## config.mk

```make
export PLATFORM = sky130hd
export DESIGN_NAME = wdog_out_reg
export DESIGN_NICKNAME = d
export VERILOG_FILES = /design/src/rtl/wor_pkg.sv /design/src/rtl/wor_decode.sv /design/src/rtl/wor_timer.sv /design/src/rtl/wor_guard.sv /design/src/rtl/wor_ctrlstat.sv /design/src/rtl/wdog_out_reg.sv
export SDC_FILE = /design/constraint.sdc
export NUM_CORES = 1
export LEC_CHECK = 0
export ABC_AREA = 1
export BUFFER_PORTS_ARGS = -buffer_cell sky130_fd_sc_hd__clkbuf_2
export CORE_MARGIN = 4
export CORE_UTILIZATION = 54
export CTS_BUF_LIST = sky130_fd_sc_hd__clkbuf_2 sky130_fd_sc_hd__clkbuf_4 sky130_fd_sc_hd__clkbuf_8
export CTS_CLUSTER_SIZE = 8
export DETAILED_ROUTE_END_ITERATION = 6
export PLACE_DENSITY = 0.88
export SYNTH_ARGS = -nofsm -noshare
export SYNTH_HDL_FRONTEND = slang
export SYNTH_SLANG_ARGS = --single-unit
```

## constraint.sdc

```tcl
create_clock -name clk -period 1.8 [get_ports clk]
set_input_delay 0.18 -clock clk [delete_from_list [all_inputs] [get_ports clk]]
set_output_delay 0.18 -clock clk [all_outputs]
set_load 0.005 [all_outputs]
```

## src/rtl/wor_pkg.sv

```systemverilog
package wor_pkg;

    localparam int DATA_W = 16;
    localparam int ADDR_W = 2;

    // control and status bit positions
    localparam int CTRL_IRQ_EN_BIT = 0;
    localparam int CTRL_WD_EN_BIT  = 3;
    localparam int STAT_TO_BIT     = 0;

    typedef enum logic [ADDR_W-1:0] {
        SEL_OUT  = 2'd0,
        SEL_CTRL = 2'd1,
        SEL_STAT = 2'd2,
        SEL_NONE = 2'd3
    } reg_sel_e;

    typedef struct packed {
        logic out_wr;
        logic out_rd;
        logic ctrl_wr;
        logic stat_wr;
    } bus_ev_t;

    function automatic logic [DATA_W-1:0] ctrl_image(input logic wd_en, input logic irq_en);
        logic [DATA_W-1:0] v;
        v = '0;
        v[CTRL_WD_EN_BIT]  = wd_en;
        v[CTRL_IRQ_EN_BIT] = irq_en;
        return v;
    endfunction

    function automatic logic [DATA_W-1:0] stat_image(input logic flag);
        logic [DATA_W-1:0] v;
        v = '0;
        v[STAT_TO_BIT] = flag;
        return v;
    endfunction

endpackage

```

## src/rtl/wor_decode.sv

```systemverilog
module wor_decode
    import wor_pkg::*;
(
    input  logic [ADDR_W-1:0] addr,
    input  logic              rd,
    input  logic              wr,
    output bus_ev_t           ev
);
    reg_sel_e sel;

    always_comb begin
        sel        = reg_sel_e'(addr);
        ev         = '0;
        ev.out_wr  = wr && (sel == SEL_OUT);
        ev.out_rd  = rd && (sel == SEL_OUT);
        ev.ctrl_wr = wr && (sel == SEL_CTRL);
        ev.stat_wr = wr && (sel == SEL_STAT);
    end
endmodule

```

## src/rtl/wor_timer.sv

```systemverilog
module wor_timer #(
    parameter int TIMEOUT_CYC = 3_999_600,
    localparam int CNT_W = (TIMEOUT_CYC > 2) ? $clog2(TIMEOUT_CYC) : 1
) (
    input  logic             clk,
    input  logic             rst,
    input  logic             run,
    input  logic             kick,
    output logic             expire,
    output logic [CNT_W-1:0] cnt
);
    localparam logic [CNT_W-1:0] LAST = CNT_W'(TIMEOUT_CYC - 1);

    assign expire = run && !kick && (cnt == LAST);

    always_ff @(posedge clk) begin
        if (rst || !run || kick || expire) begin
            cnt <= '0;
        end else begin
            cnt <= cnt + 1'b1;
        end
    end
endmodule

```

## src/rtl/wor_guard.sv

```systemverilog
module wor_guard #(
    parameter int DATA_W = 16
) (
    input  logic              clk,
    input  logic              rst,
    input  logic              load,
    input  logic [DATA_W-1:0] load_val,
    input  logic              expire,
    output logic [DATA_W-1:0] held,
    output logic              forced,
    output logic [DATA_W-1:0] lines
);
    always_ff @(posedge clk) begin
        if (rst) begin
            held   <= '0;
            forced <= 1'b0;
        end else if (load) begin
            held   <= load_val;
            forced <= 1'b0;
        end else if (expire) begin
            forced <= 1'b1;
        end
    end

    assign lines = forced ? '0 : held;
endmodule

```

## src/rtl/wor_ctrlstat.sv

```systemverilog
module wor_ctrlstat (
    input  logic clk,
    input  logic rst,
    input  logic ctrl_wr,
    input  logic wd_en_in,
    input  logic irq_en_in,
    input  logic stat_wr,
    input  logic clr_in,
    input  logic expire,
    output logic wd_en,
    output logic irq_en,
    output logic flag,
    output logic flag_vis,
    output logic irq
);
    always_ff @(posedge clk) begin
        if (rst) begin
            wd_en  <= 1'b0;
            irq_en <= 1'b0;
        end else if (ctrl_wr) begin
            wd_en  <= wd_en_in;
            irq_en <= irq_en_in;
        end
    end

    always_ff @(posedge clk) begin
        if (rst || !wd_en) begin
            flag <= 1'b0;
        end else if (expire) begin
            flag <= 1'b1;
        end else if (stat_wr && clr_in) begin
            flag <= 1'b0;
        end
    end

    assign flag_vis = flag && wd_en;
    assign irq      = flag_vis && irq_en;
endmodule

```

## src/rtl/wdog_out_reg.sv

```systemverilog
module wdog_out_reg
    import wor_pkg::*;
#(
    parameter int TIMEOUT_CYC = 3_999_600,
    localparam int CNT_W = (TIMEOUT_CYC > 2) ? $clog2(TIMEOUT_CYC) : 1
) (
    input  logic              clk,
    input  logic              rst,
    input  logic [ADDR_W-1:0] bus_addr,
    input  logic              bus_rd,
    input  logic              bus_wr,
    input  logic [DATA_W-1:0] bus_wdata,
    output logic [DATA_W-1:0] bus_rdata,
    output logic [DATA_W-1:0] out_lines,
    output logic              irq
);
    bus_ev_t           ev;
    logic              kick;
    logic              expire;
    logic [CNT_W-1:0]  cnt;
    logic [DATA_W-1:0] held;
    logic              forced;
    logic              wd_en;
    logic              irq_en;
    logic              flag;
    logic              flag_vis;

    wor_decode u_dec (
        .addr (bus_addr),
        .rd   (bus_rd),
        .wr   (bus_wr),
        .ev   (ev)
    );

    assign kick = ev.out_wr || ev.out_rd;

    wor_timer #(.TIMEOUT_CYC(TIMEOUT_CYC)) u_tmr (
        .clk    (clk),
        .rst    (rst),
        .run    (wd_en && !forced),
        .kick   (kick),
        .expire (expire),
        .cnt    (cnt)
    );

    wor_guard #(.DATA_W(DATA_W)) u_grd (
        .clk      (clk),
        .rst      (rst),
        .load     (ev.out_wr),
        .load_val (bus_wdata),
        .expire   (expire),
        .held     (held),
        .forced   (forced),
        .lines    (out_lines)
    );

    wor_ctrlstat u_cs (
        .clk       (clk),
        .rst       (rst),
        .ctrl_wr   (ev.ctrl_wr),
        .wd_en_in  (bus_wdata[CTRL_WD_EN_BIT]),
        .irq_en_in (bus_wdata[CTRL_IRQ_EN_BIT]),
        .stat_wr   (ev.stat_wr),
        .clr_in    (bus_wdata[STAT_TO_BIT]),
        .expire    (expire),
        .wd_en     (wd_en),
        .irq_en    (irq_en),
        .flag      (flag),
        .flag_vis  (flag_vis),
        .irq       (irq)
    );

    always_comb begin
        unique case (reg_sel_e'(bus_addr))
            SEL_OUT:  bus_rdata = held;
            SEL_CTRL: bus_rdata = ctrl_image(wd_en, irq_en);
            SEL_STAT: bus_rdata = stat_image(flag_vis);
            default:  bus_rdata = '0;
        endcase
    end
endmodule

```

==> metrics.md <==
| Metric | Value |
|---|---|
| CP Buf/Inv Count | 0 |
| CTS buffer count | 5 |
| Synth cell types | 32 |
| Final global-route overflow total | 0 |
| Total power | 0.001849 W |
| Finish-stage setup viols | 0 |
| Final Cell Area | 2530 µm² |
| Final WL | 4496 µm |
| Skew final | 0.004416 ns |
| Total GRT Usage | 19.49% |
| Post-Syn Instances | 301 |
| Vias | 2001 |
| Most frequent cells in the layout | nor2_1 (76), clkbuf_2 (54), nand2_1 (43) |
| Hold Crit Class | primary input to flip-flop |
| Clk pin slew, worst setup/hold paths | 0.07 ns |
| Max Freq | 716.7 MHz |
| CP peak stage delay | 0.36 ns |
| Post-DP HPWL | 3481 µm |
| Die ar. | 4960 µm² |
| Synthesized area per cell | 6.992 µm² |
| Pwr Density | 730.8 nW/µm² |
| First-pass GRT wire length | 7983 µm |
| # hold bufs at CTS | 0 |
| Die height | 70.43 µm |
| ANT cells | 0 |
| Largest net degree at the start of global routing | 32 |
| Rel. slew slack | 64.86% |
| #FFs+latches synth | 42 |
| Post-Syn Area | 2105 µm² |
| Die width | 70.43 µm |
| FP Rows | 22 |
| Synthesis-to-finish area growth | 20.21% |
| Outcome | finished, final reports clean |
| RSZ-0062 raised after global routing | no |
| CTS Sinks | 42 |
| Root buffer cell | clkbuf_8 |
| Placeable Area | 3716 µm² |
| CP endpoint kind | flip-flop |
| Slowest stage cell on the critical path | dfxtp_1 |
| Slew at the pin closest to its max-slew limit | 0.5264 ns |
| Worst-Skew Late Latency | 0.30 ns |
| Seq/Total Area, Yosys | 39.95% |
| Share of cells above drive strength 1 | 24.09% |
| Initial DRC count | 96 |
| Fin crit share | 77.52% |
| H-tree depth | 2 |
| Antenna Nets Post-Route | 0 |
| Vias in the first global route | 1936 |
| Number of synthesized flops with an enable pin | 0 |
| Postcts setup bufs | 0 |
| Clock Path Buffers | 2 |
| Commonest non-fill, non-tap cell in the layout | nor2_1 |
| WL/cell | 11.10 µm |
| Slew Limit Fails | 0 |
| Final min period | 1.395 ns |
| CP top delay family | simple AND/OR/NAND/NOR gates |
| LEAKAGE | 1.090 nW |
| CTS tree | done |
| Worst-path cell chain | ha_1, nand3_2, nor2_4, nand3b_2, nor2_1, nand2_1, nand2_1, nor2_1 |
| Data required, critical path | 1.99 ns |
| Setup CP Type | flip-flop to flip-flop |
| DRC violations left | 0 |
| Initial core utilization | 56.63% |
| CP arrival | 1.59 ns |
| CP Launch Type | flip-flop |
| DP Area | 2416 µm² |
| CP max FO | 5 |
| 1st-pass router iterations | 4 |
| Post-synth ARST share | 0% |
| Synth Warn # | 0 |
| Via/cell ratio | 4.941 |
| IO Port Bufs | 54 |
| Setup TNS | 0 ns |
| Final #Nets | 379 |
| Total of max-cap violations | 0 |
| Initial antenna violation count | 0 |
| Top FF cell, synth | dfxtp_1 |
| Post-layout util | 68.08% |
| Fin. Hold Viols | 0 |
| Mapped Nets | 324 |
| Resize count post-CTS | 0 |
| Gpl congestion | 0.8023 |
| Peak VDD IR | 0.0004194 V |
| Io pins | 55 |
## where the power goes
group	switching (W)	internal, W
clock network	0.000310	0.000445
registers	0.00000705	0.000950
logic	0.0000786	0.0000588
## registers in the layout, summed over array words and instances, names as in the netlist
signal,flops
u_tmr.cnt,22
u_grd.held,16
u_cs.flag,1
u_cs.irq_en,1
u_cs.wd_en,1
u_grd.forced,1
## worst paths after layout
path / to / cells past startpoint / slack (ns) / startpoint
setup / recovery: u_tmr.cnt[20] / 8 / 0.40 / u_tmr.cnt[0]
hold / removal: u_grd.held[0] / 2 / 0.06 / rst
setup reg to reg: u_tmr.cnt[20] / 8 / 0.40 / u_tmr.cnt[0]
hold reg to reg: u_tmr.cnt[0] / 1 / 0.46 / u_tmr.cnt[0]
## routing by layer
layer  vias to the layer above  GRT usage (%)  wire [µm]
met5                         -              0          0
met4                         0          6.383         64
met3                         6          6.043        307
met2                        59          33.58       2188
met1                       883          22.76       1935
li1                       1053              -          -
## worst register-to-register path: stages (launching register included)
cell and delay, ns:
dfxtp_1 0.36, ha_1 0.21, nand3_2 0.15, nor2_4 0.20, nand3b_2 0.13, nor2_1 0.10
nand2_1 0.06, nand2_1 0.07, nor2_1 0.03
## cell families (layout without fill, tap and decap cells)
| logic type | count (synthesis) | after routing | share of synthesized area, % |
|---|---|---|---|
| AO/OA/AOI/OAI | 47 | 47 | 11.89 |
| XOR/XNOR | 13 | 13 | 5.410 |
| adder cells (fa/ha/maj) | 1 | 1 | 0.5944 |
| buffers and inverters | 45 | 101 | 8.561 |
| flip-flops | 42 | 42 | 39.95 |
| AND/OR/NAND/NOR | 153 | 153 | 33.59 |
## cell usage after synthesis, drive strengths merged, types with 2 or more instances
cell / n / area, µm²
nand4: 3 / 18.77
nand3b: 4 / 37.53
buf: 3 / 20.01
o21bai: 2 / 18.77
nor2: 84 / 364.1
xnor2: 4 / 35.03
nand2: 45 / 183.9
or2: 2 / 12.52
a21oi: 22 / 110.1
inv: 34 / 127.6
dfxtp: 42 / 840.8
xor2: 9 / 78.83
o21ai: 21 / 105.1
clkbuf: 7 / 28.78
nand3: 14 / 85.08
## metrics by stage
step	worst slack, ns	hold WS (ns)	std cells
after detailed placement	0.3866	0.3698	397
after global routing	0.2076	0.06068	405
after CTS	0.3703	0.04740	405
after global placement	0.4320	0.3674	397
after floorplan	0.5054	0.2585	301
final	0.4046	0.05911	405
## cell type report
type | count | area, µm²
fill | 336 | 1186
multi-input combinational | 214 | 1084
sequential | 42 | 840.8
timing repair buffer | 58 | 300.3
inverter | 35 | 131.4
clock buffer | 7 | 83.83
tap | 48 | 60.06
clock inverter | 1 | 30.03
(Power assumes the default switching activity.)
